==> config.mk <==
export PLATFORM = sky130hd
export DESIGN_NAME = simt_mask_stack
export DESIGN_NICKNAME = d
export VERILOG_FILES = /design/src/rtl/simt_mask_pkg.sv /design/src/rtl/mask_stack_store.sv /design/src/rtl/mask_stack_ctrl.sv /design/src/rtl/simt_mask_stack.sv
export SDC_FILE = /design/constraint.sdc
export NUM_CORES = 1
export LEC_CHECK = 0
export ABC_AREA = 1
export BUFFER_PORTS_ARGS = -buffer_cell sky130_fd_sc_hd__buf_2
export CORE_UTILIZATION = 45
export CTS_CLUSTER_SIZE = 16
export DETAILED_ROUTE_END_ITERATION = 12
export PLACE_DENSITY = 0.69
export SYNTH_ARGS = -nofsm -noshare
export SYNTH_HDL_FRONTEND = slang
export SYNTH_SLANG_ARGS = --single-unit
==> constraint.sdc <==
create_clock -name clk -period 10.3 [get_ports clk]
set_input_delay 0 -clock clk [delete_from_list [all_inputs] [get_ports clk]]
set_output_delay 0 -clock clk [all_outputs]
set_load 0.03 [all_outputs]
==> src/rtl/simt_mask_pkg.sv <==
package simt_mask_pkg;
  // Command accepted for the current cycle
  typedef enum logic [1:0] {
    OP_NONE = 2'd0,
    OP_PUSH = 2'd1,
    OP_FLIP = 2'd2,
    OP_POP  = 2'd3
  } mask_op_e;
endpackage

==> src/rtl/mask_stack_store.sv <==
module mask_stack_store #(
  parameter int LANES = 32,
  parameter int DEPTH = 8,
  localparam int AW = $clog2(DEPTH)
) (
  input  logic             clk,
  input  logic             we,
  input  logic [AW-1:0]    waddr,
  input  logic [LANES-1:0] wmask,
  input  logic [LANES-1:0] wpred,
  input  logic [AW-1:0]    raddr,
  output logic [LANES-1:0] rmask,
  output logic [LANES-1:0] rpred
);
  // Each entry holds a saved mask and the predicate it was narrowed by.
  // No reset on the memory, so it maps to distributed RAM.
  logic [LANES-1:0] mask_mem [DEPTH];
  logic [LANES-1:0] pred_mem [DEPTH];

  always_ff @(posedge clk) begin
    if (we) begin
      mask_mem[waddr] <= wmask;
      pred_mem[waddr] <= wpred;
    end
  end

  assign rmask = mask_mem[raddr];
  assign rpred = pred_mem[raddr];
endmodule

==> src/rtl/mask_stack_ctrl.sv <==
module mask_stack_ctrl
  import simt_mask_pkg::*;
#(
  parameter int DEPTH = 8,
  localparam int CW = $clog2(DEPTH + 1),
  localparam int AW = $clog2(DEPTH)
) (
  input  logic          clk,
  input  logic          rst,
  input  logic          push_i,
  input  logic          flip_i,
  input  logic          pop_i,
  output mask_op_e      op_o,
  output logic [CW-1:0] count_o,
  output logic          full_o,
  output logic          empty_o,
  output logic          ovf_o,
  output logic          udf_o,
  output logic [AW-1:0] wr_addr_o,
  output logic [AW-1:0] rd_addr_o
);
  logic [1:0]    cmd_n;
  logic          single;
  logic [CW-1:0] top_idx;

  assign cmd_n   = 2'($countones({push_i, flip_i, pop_i}));
  assign single  = (cmd_n == 2'd1);
  assign full_o  = (count_o == CW'(DEPTH));
  assign empty_o = (count_o == '0);
  assign top_idx = count_o - CW'(1);
  assign wr_addr_o = count_o[AW-1:0];
  assign rd_addr_o = top_idx[AW-1:0];

  always_comb begin
    op_o = OP_NONE;
    if (single) begin
      if (push_i && !full_o)       op_o = OP_PUSH;
      else if (flip_i && !empty_o) op_o = OP_FLIP;
      else if (pop_i && !empty_o)  op_o = OP_POP;
    end
  end

  always_ff @(posedge clk) begin
    if (rst) begin
      count_o <= '0;
      ovf_o   <= 1'b0;
      udf_o   <= 1'b0;
    end else begin
      if (op_o == OP_PUSH) count_o <= count_o + CW'(1);
      else if (op_o == OP_POP) count_o <= count_o - CW'(1);
      if (single && push_i && full_o) ovf_o <= 1'b1;
      if (single && (flip_i || pop_i) && empty_o) udf_o <= 1'b1;
    end
  end


  count_range_chk: assert property (@(posedge clk) disable iff (rst)
    count_o <= CW'(DEPTH));

  pop_count_chk: assert property (@(posedge clk) disable iff (rst)
    (op_o == OP_POP) |=> (count_o == $past(count_o) - CW'(1)));

  multi_cmd_chk: assert property (@(posedge clk) disable iff (rst)
    (cmd_n > 2'd1) |=> ($stable(count_o) && $stable(ovf_o) && $stable(udf_o)));

  ovf_sticky_chk: assert property (@(posedge clk) disable iff (rst)
    ovf_o |=> ovf_o);

  udf_sticky_chk: assert property (@(posedge clk) disable iff (rst)
    udf_o |=> udf_o);

  no_overflow_chk: assert property (@(posedge clk) disable iff (rst)
    (single && push_i && full_o) |=> $stable(count_o));
endmodule

==> src/rtl/simt_mask_stack.sv <==
module simt_mask_stack
  import simt_mask_pkg::*;
#(
  parameter int LANES = 32,
  parameter int DEPTH = 8
) (
  input  logic             clk,
  input  logic             rst,
  input  logic             push_i,
  input  logic             flip_i,
  input  logic             pop_i,
  input  logic [LANES-1:0] pred_i,
  output logic [LANES-1:0] active_o,
  output logic             full_o,
  output logic             empty_o,
  output logic             ovf_o,
  output logic             udf_o
);
  localparam int CW = $clog2(DEPTH + 1);
  localparam int AW = $clog2(DEPTH);

  mask_op_e         op;
  logic [CW-1:0]    count;
  logic [AW-1:0]    wr_addr, rd_addr;
  logic [LANES-1:0] top_mask, top_pred;

  mask_stack_ctrl #(.DEPTH(DEPTH)) u_ctrl (
    .clk(clk), .rst(rst), .push_i(push_i), .flip_i(flip_i), .pop_i(pop_i),
    .op_o(op), .count_o(count), .full_o(full_o), .empty_o(empty_o),
    .ovf_o(ovf_o), .udf_o(udf_o), .wr_addr_o(wr_addr), .rd_addr_o(rd_addr)
  );

  mask_stack_store #(.LANES(LANES), .DEPTH(DEPTH)) u_store (
    .clk(clk), .we(op == OP_PUSH), .waddr(wr_addr), .wmask(active_o),
    .wpred(pred_i), .raddr(rd_addr), .rmask(top_mask), .rpred(top_pred)
  );

  always_ff @(posedge clk) begin
    if (rst) begin
      active_o <= '1;
    end else begin
      unique case (op)
        OP_PUSH: active_o <= active_o & pred_i;
        OP_FLIP: active_o <= top_mask & ~top_pred;
        OP_POP:  active_o <= top_mask;
        default: active_o <= active_o;
      endcase
    end
  end


  push_narrow_chk: assert property (@(posedge clk) disable iff (rst)
    (op == OP_PUSH) |=> ((active_o & ~$past(active_o)) == '0));

  flip_subset_chk: assert property (@(posedge clk) disable iff (rst)
    (op == OP_FLIP) |=> ((active_o & ~$past(top_mask)) == '0));

  ovf_mask_hold_chk: assert property (@(posedge clk) disable iff (rst)
    (push_i && !flip_i && !pop_i && full_o) |=> $stable(active_o));

  udf_mask_hold_chk: assert property (@(posedge clk) disable iff (rst)
    (!push_i && (flip_i ^ pop_i) && empty_o) |=> $stable(active_o));
endmodule

Yosys cells after proc, flatten, opt, wreduce, memory -nomap -nowiden
Memories as Yosys holds them, arrays and structs flattened.
Index checks and enable logic that the tools add are counted.
{"block": "op_classes", "add_sub_neg": 4, "eq_ne": 5, "mux": 9, "bitwise": 3, "reduce_logical": 13}
{"operator": "32-bit case mux with 3 select lines", "count": 1}
{"operator": "32-bit bitwise AND", "count": 2}
{"operator": "32-bit NOT", "count": 1}
{"operator": "2-bit 2-to-1 mux", "count": 4}
{"operator": "4-bit 2-to-1 mux", "count": 2}
{"operator": "1-bit logical AND", "count": 7}
{"operator": "4-bit by 1-bit adder with 4-bit output (second input constant)", "count": 1}
{"operator": "2-bit by 1-bit == test with 1-bit output (second input constant)", "count": 2}
{"operator": "2-bit == test (second input constant)", "count": 2}
{"operator": "4-bit == test (second input constant)", "count": 1}
{"operator": "4-bit logical NOT", "count": 1}
{"operator": "4-bit by 1-bit subtractor with 4-bit output (second input constant)", "count": 1}
{"operator": "3-bit nonzero test", "count": 1}
{"operator": "1-bit by 1-bit adder with 2-bit output", "count": 1}
{"operator": "2-bit by 1-bit adder with 2-bit output", "count": 1}
{"operator": "1-bit logical NOT", "count": 2}
{"operator": "1-bit 2-to-1 mux", "count": 2}
{"operator": "2-bit nonzero test", "count": 1}
{"operator": "1-bit logical OR", "count": 1}
{"block": "word_totals", "ff_bits": 38, "mem_bits_rw": 512, "inputBits": 37, "out_inout_bits": 36, "memories": 2}
{"name": "u_store.mask_mem", "depth": 8, "width": 32, "read_ports": 1, "rd_ports_with_merged_regs": 0, "write_ports": 1, "line": "mask_stack_store.sv:17", "text": "logic [LANES-1:0] mask_mem [DEPTH];"}
{"name": "u_store.pred_mem", "depth": 8, "width": 32, "read_ports": 1, "rd_ports_with_merged_regs": 0, "write_ports": 1, "line": "mask_stack_store.sv:18", "text": "logic [LANES-1:0] pred_mem [DEPTH];"}

Longest topological paths before layout
{"block": "logic_depth", "word_depth": 10, "mapped_depth": 17, "mapped_depth_nobuf": 12}

Hierarchy
A second synthesis with hierarchy kept.
{"block": "unflattened", "cells_unflattened": 2682, "area_unflattened_um2": 24955.2}
{"mod": "mask_stack_store", "n_inst": 1, "cells_each": 2230, "area_each_um2": 22376.5, "seq_area_each_um2": 15374.7}
{"mod": "simt_mask_stack", "n_inst": 1, "cells_each": 372, "area_each_um2": 2044.5, "seq_area_each_um2": 640.6}
{"mod": "mask_stack_ctrl", "n_inst": 1, "cells_each": 80, "area_each_um2": 534.3, "seq_area_each_um2": 120.1}

Worst setup path before layout
Ideal clock, no wire load.
{"block": "synth_timing", "path_type": "flip-flop to flip-flop", "start": "reg u_ctrl.count_o[0]", "end": "mem u_store.mask_mem[1][0] (enable)", "arrival_time_ns": 7.950, "required_ns": 9.656, "slack_ns": 1.706, "path_stages_with_launch": 13, "n_path_buf": 5, "period_less_slack_ns": 8.594, "path_cell_list": "dfxtp_1 -> buf_2 -> inv_2 -> buf_6 -> buf_2 -> buf_2 -> ha_1 -> nand3_2 -> nand2_2 -> a21oi_2 -> buf_4 -> nand2_2 -> nor4_1"}
{"block": "synth_between", "elab_chain_len": 10}
{"element": "from (decl)", "line": "mask_stack_ctrl.sv:14", "text": "output logic [CW-1:0] count_o,"}
{"element": "from (signal assigned)", "line": "mask_stack_ctrl.sv:49", "text": "if (op_o == OP_PUSH) count_o <= count_o + CW'(1);"}
{"element": "from (signal assigned)", "line": "mask_stack_ctrl.sv:50", "text": "else if (op_o == OP_POP) count_o <= count_o - CW'(1);"}
{"element": "4-bit logical NOT", "line": "mask_stack_ctrl.sv:29", "text": "assign empty_o = (count_o == '0);"}
{"element": "1-bit logical NOT", "line": "mask_stack_ctrl.sv:38, mask_stack_ctrl.sv:39"}
{"element": "1-bit logical AND", "line": "mask_stack_ctrl.sv:39", "text": "else if (pop_i && !empty_o) op_o = OP_POP;"}
{"element": "2-bit 2-to-1 mux", "line": "mask_stack_ctrl.sv:39"}
{"element": "2-bit 2-to-1 mux", "line": "mask_stack_ctrl.sv:38", "text": "else if (flip_i && !empty_o) op_o = OP_FLIP;"}
{"element": "2-bit 2-to-1 mux", "line": "mask_stack_ctrl.sv:37", "text": "if (push_i && !full_o) op_o = OP_PUSH;"}
{"element": "2-bit 2-to-1 mux", "line": "mask_stack_ctrl.sv:36", "text": "if (single) begin"}
{"element": "2-bit by 1-bit == test with 1-bit output", "line": "simt_mask_stack.sv:34", "text": ".clk(clk), .we(op == OP_PUSH), .waddr(wr_addr), .wmask(active_o),"}
{"element": "1-bit 2-to-1 mux", "line": "mask_stack_store.sv:21", "text": "if (we) begin"}
{"element": "1-bit 2-to-1 mux (not written as such)", "line": "mask_stack_store.sv:22", "text": "mask_mem[waddr] <= wmask;"}
{"element": "to (decl)", "line": "mask_stack_store.sv:17"}
Several ways; a longest one is shown, not always the timed one.

Final worst setup path
{"block": "layout_timing", "start": "reg u_ctrl.count_o[0]", "end": "mem u_store.mask_mem[5][17] (enable)"}
Same word-level chain as after synthesis.

==> impl_metrics.xml <==
<?xml version="1.0" encoding="UTF-8"?>
<metrics>
  <group name="status">
    <metric name="run_status" unit="">finished clean</metric>
  </group>
  <group name="route">
    <metric name="detailroute.via_count" unit="">15600</metric>
    <metric name="detail-route-antenna-nets" unit="">0</metric>
    <metric name="drt_pass1_iterations" unit="">5</metric>
    <metric name="first_iter_violations" unit="">1483</metric>
    <metric name="postRouteWirelength" unit="mm">55.4</metric>
    <metric name="vias_per_cell" unit="">5.30</metric>
    <metric name="drc" unit="">0</metric>
    <metric name="routedWlPerCell" unit="um">18.8</metric>
  </group>
  <group name="logic_synthesis">
    <metric name="synth.cell_area" unit="sq um">23000</metric>
    <metric name="synth_seq_cells" unit="">550</metric>
    <metric name="synth_warnings" unit="">0</metric>
    <metric name="synth_top_area_cell" unit="">sky130_fd_sc_hd__edfxtp_1</metric>
    <metric name="yosysTopAreaCellShare" unit="%">66.8</metric>
    <metric name="post_synth.cell_area_avg" unit="sq um">10.6</metric>
    <metric name="synth.top_cells.by_area" unit="">sky130_fd_sc_hd__edfxtp_1 67%, sky130_fd_sc_hd__nand2_1 12%, sky130_fd_sc_hd__nand3_1 5.2%, sky130_fd_sc_hd__dfxtp_1 3.3%, sky130_fd_sc_hd__nor2_1 3.3%</metric>
    <metric name="cell_count_after_synthesis" unit="">2171</metric>
    <metric name="synth_seq_area_share" unit="%">70.1</metric>
    <metric name="synth.net_count" unit="">2211</metric>
    <metric name="synth.lib_cells_used.distinct" unit="">32</metric>
  </group>
  <group name="clocking">
    <metric name="clock_path_buffers" unit="">3</metric>
    <metric name="cts_tree" unit="">built</metric>
    <metric name="cts_sinks" unit="">550</metric>
    <metric name="clock_latency" unit="ns">0.60</metric>
    <metric name="clkSlewWorstSetupHoldPaths" unit="ns">0.06</metric>
    <metric name="numCtsBuffers" unit="">54</metric>
    <metric name="cts_htree_levels" unit="">2</metric>
    <metric name="cts.repair.resized" unit="">0</metric>
    <metric name="hold_buffers" unit="">36</metric>
    <metric name="cts.root.buffer_cell" unit="">sky130_fd_sc_hd__clkbuf_16</metric>
    <metric name="post_cts.repair.setup_buffers" unit="">0</metric>
  </group>
  <group name="final_layout">
    <metric name="n_fill_cell" unit="">4370</metric>
    <metric name="finalNetCount" unit="">2276</metric>
    <metric name="fraction_of_final_layout_cells_with_drive_strength_greater_than_1" unit="%">9.43</metric>
    <metric name="n_antenna_cell" unit="">0</metric>
    <metric name="synthToLayoutAreaGrowth" unit="%">13.4</metric>
    <metric name="finished_core_util" unit="%">51.9</metric>
  </group>
  <group name="timing">
    <metric name="min_period" unit="ns">4.55</metric>
    <metric name="max_clock_freq" unit="MHz">220</metric>
    <metric name="max-slew-margin-rel" unit="%">20.5</metric>
    <metric name="finClkSkew" unit="ns">0.0287</metric>
    <metric name="timing_worst_slew_pin_value" unit="ns">1.19</metric>
    <metric name="final_report_setup_violation_count" unit="">0</metric>
    <metric name="timing.setup.tns" unit="ns">0</metric>
    <metric name="period_share" unit="%">44.2</metric>
    <metric name="hold_viol" unit="">0</metric>
    <metric name="maxSlewViolCount" unit="">0</metric>
    <metric name="setup_repair_after_global_routing_missed_its_margin" unit="">no</metric>
  </group>
  <group name="global_route">
    <metric name="globalRouteTotalUtil" unit="%">21.4</metric>
    <metric name="grt_overflow" unit="">0</metric>
    <metric name="wire_length_of_the_first_global_routing_pass" unit="mm">87.5</metric>
    <metric name="antenna_found_initial" unit="">0</metric>
    <metric name="maximum_number_of_pins_on_one_net_before_global_route_repair" unit="">106</metric>
    <metric name="vias_in_the_first_global_route" unit="">15600</metric>
  </group>
  <group name="placed_design">
    <metric name="detailedPlacementHpwl" unit="mm">28.3</metric>
    <metric name="placement.io_buffers" unit="">72</metric>
    <metric name="gp_congestion" unit="">0.823</metric>
  </group>
  <group name="pwr">
    <metric name="power.static_leakage" unit="uW">0.0101</metric>
    <metric name="cellPowerDensity" unit="nW/um^2">193</metric>
    <metric name="maximum_resistive_drop_on_vdd" unit="mV">0.165</metric>
  </group>
  <group name="critical_path">
    <metric name="setup.worst_path.end_class" unit="">flip-flop</metric>
    <metric name="critical_path.cell_chain" unit="">inv_6 &gt; ha_4 &gt; nand3_2 &gt; nand2_2 &gt; nand3_2 &gt; buf_4 &gt; nand2_2 &gt; nor3_2 &gt; buf_4</metric>
    <metric name="critPathLaunchType" unit="">flip-flop</metric>
    <metric name="r2r-start" unit="">u_ctrl.count_o[0]</metric>
    <metric name="max_stage_delay" unit="ns">0.86</metric>
    <metric name="cpLargestDelayFamily" unit="">buffers and inverters</metric>
    <metric name="crit_start" unit="">u_ctrl.count_o[0]</metric>
    <metric name="highest_net_fanout_along_the_worst_path" unit="">75</metric>
    <metric name="cp.arrival" unit="ns">4.75</metric>
    <metric name="critPathSlowestCell" unit="">sky130_fd_sc_hd__buf_4</metric>
    <metric name="timing_worst_setup_path_type" unit="">flip-flop to flip-flop</metric>
    <metric name="crit_required" unit="ns">10.50</metric>
    <metric name="critical_path_buffer_and_inverter_count" unit="">3</metric>
  </group>
  <group name="floorplanning">
    <metric name="floorplan.core_area" unit="sq um">50300</metric>
    <metric name="design.die.area" unit="sq um">52100</metric>
    <metric name="num_io_pins" unit="">73</metric>
    <metric name="vert_die_dim" unit="um">228</metric>
    <metric name="start_util" unit="%">45.8</metric>
    <metric name="die_w" unit="um">228</metric>
    <metric name="row_count" unit="">82</metric>
  </group>
  <group name="worst_hold_path">
    <metric name="hold_path_startpoint" unit="">flip_i</metric>
    <metric name="hold_path_class" unit="">input port to flip-flop</metric>
  </group>
  <group name="run">
    <metric name="timing.max_cap.violations" unit="">0</metric>
  </group>
</metrics>
## sequential cells by signal (all words and copies together) (netlist names)
| signal | cells |
|---|---|
| u_ctrl.ovf_o | 1 |
| u_store.pred_mem | 256 |
| u_store.mask_mem | 256 |
| u_ctrl.udf_o | 1 |
| active_o | 32 |
| u_ctrl.count_o | 4 |
## synth_stat cells
cell                       count
sky130_fd_sc_hd__inv_4         1
sky130_fd_sc_hd__edfxtp_1    512
sky130_fd_sc_hd__nor2_1      200
sky130_fd_sc_hd__nand2_2       2
sky130_fd_sc_hd__nor2_2        2
sky130_fd_sc_hd__inv_1       145
sky130_fd_sc_hd__fa_1          1
sky130_fd_sc_hd__a21oi_2       1
sky130_fd_sc_hd__o21ai_0     149
sky130_fd_sc_hd__ha_1          2
sky130_fd_sc_hd__xor2_2        1
sky130_fd_sc_hd__nand3_1     240
sky130_fd_sc_hd__nor3_1        2
sky130_fd_sc_hd__clkinv_1      1
sky130_fd_sc_hd__a21oi_1       3
sky130_fd_sc_hd__buf_4        10
sky130_fd_sc_hd__nor3_2        1
sky130_fd_sc_hd__clkbuf_2      1
sky130_fd_sc_hd__buf_6        10
sky130_fd_sc_hd__inv_2         2
sky130_fd_sc_hd__buf_2        39
sky130_fd_sc_hd__buf_1        18
sky130_fd_sc_hd__nor4_1        1
sky130_fd_sc_hd__xor2_1        2
sky130_fd_sc_hd__o21ai_1       1
sky130_fd_sc_hd__clkbuf_1     44
sky130_fd_sc_hd__dfxtp_1      38
sky130_fd_sc_hd__or2_2        11
sky130_fd_sc_hd__nand2_1     726
sky130_fd_sc_hd__nand3_2       3
sky130_fd_sc_hd__a31oi_1       1
sky130_fd_sc_hd__xnor2_2       1
## area by class of cell
class	count	area (sq um)	area share, %
clock buffers	71	1510	5.77
repair buffers	131	893	3.42
clock inverters	29	348	1.33
inverters	149	569	2.18
flip-flops and latches	550	16100	61.8
well taps	672	841	3.22
multi-input cells	1350	5800	22.2
## placed cells by master (no fill, tap or decap), types with 2 or more instances in the layout
master / synthesis / final
sky130_fd_sc_hd__buf_4: 10 / 23
sky130_fd_sc_hd__nand2_1: 726 / 725
sky130_fd_sc_hd__inv_1: 145 / 144
sky130_fd_sc_hd__nand3_1: 240 / 240
sky130_fd_sc_hd__edfxtp_1: 512 / 512
sky130_fd_sc_hd__a21oi_1: 3 / 3
sky130_fd_sc_hd__nor3_2: 1 / 2
sky130_fd_sc_hd__xor2_1: 2 / 2
sky130_fd_sc_hd__o21ai_0: 149 / 149
sky130_fd_sc_hd__clkbuf_16: 0 / 55
sky130_fd_sc_hd__clkinv_2: 0 / 9
sky130_fd_sc_hd__clkinv_8: 0 / 2
sky130_fd_sc_hd__clkbuf_8: 0 / 7
sky130_fd_sc_hd__nand3_2: 3 / 3
sky130_fd_sc_hd__dfxtp_1: 38 / 37
sky130_fd_sc_hd__nor2_1: 200 / 196
sky130_fd_sc_hd__buf_2: 39 / 72
sky130_fd_sc_hd__nor2_4: 0 / 5
sky130_fd_sc_hd__dlygate4sd3_1: 0 / 36
sky130_fd_sc_hd__bufinv_16: 0 / 7
sky130_fd_sc_hd__inv_4: 1 / 2
sky130_fd_sc_hd__clkinv_1: 1 / 8
sky130_fd_sc_hd__nand2_2: 2 / 2
sky130_fd_sc_hd__or2_2: 11 / 11
sky130_fd_sc_hd__clkinvlp_4: 0 / 3
sky130_fd_sc_hd__clkbuf_1: 44 / 9
## worst register-to-register path: stages (launching register included)
cell and delay, ns:
sky130_fd_sc_hd__dfxtp_4 0.85, sky130_fd_sc_hd__inv_6 0.40, sky130_fd_sc_hd__ha_4 0.34, sky130_fd_sc_hd__nand3_2 0.11
sky130_fd_sc_hd__nand2_2 0.10, sky130_fd_sc_hd__nand3_2 0.07, sky130_fd_sc_hd__buf_4 0.53, sky130_fd_sc_hd__nand2_2 0.26
sky130_fd_sc_hd__nor3_2 0.61, sky130_fd_sc_hd__buf_4 0.86
## power breakdown
| group | switching [uW] | internal (uW) | total, uW |
|---|---|---|---|
| Clock | 844 | 1210 | 2050 |
| Combinational | 321 | 133 | 454 |
| Sequential | 47.2 | 2490 | 2530 |
## final timing paths
check	endpoint	slack [ns]	cells after the start
worst max-delay path	u_store.mask_mem[5][17]	5.75	9
worst min-delay path	u_ctrl.count_o[0]	0.05	6
worst max register to register	u_store.mask_mem[5][17]	5.75	9
worst min register to register	u_ctrl.udf_o	0.47	2
## layer usage
layer | GRT usage [%] | share of wire (%) | up-vias
li1 | - | - | 7374
met4 | 6.44 | 2.6 | 0
met1 | 28.0 | 42 | 7575
met2 | 36.7 | 49 | 587
met3 | 3.29 | 7.0 | 108
met5 | 0 | 0 | -
## cells by family after synthesis
logic type      synth area share [%]
flops                           70.1
simple gates                    21.0
xor+xnor                       0.217
fa+ha+maj                      0.196
compound gates                  3.39
buf+inv                         5.14
## through the flow
step | hold slack, ns | setup WS, ns | total power (uW) | cells | instance area [sq um]
global placement | 0.220 | 5.82 | 3010 | 2816 | 23900
floorplan | 0.0691 | 1.71 | 2870 | 2171 | 23000
detailed placement | 0.241 | 5.69 | 3020 | 2816 | 23900
global route | 0.121 | 5.44 | 5200 | 2952 | 26100
finish | 0.0498 | 5.75 | 5040 | 2952 | 26100
CTS | 0.0245 | 5.71 | 5060 | 2952 | 26100
(Power assumes the default switching activity.)
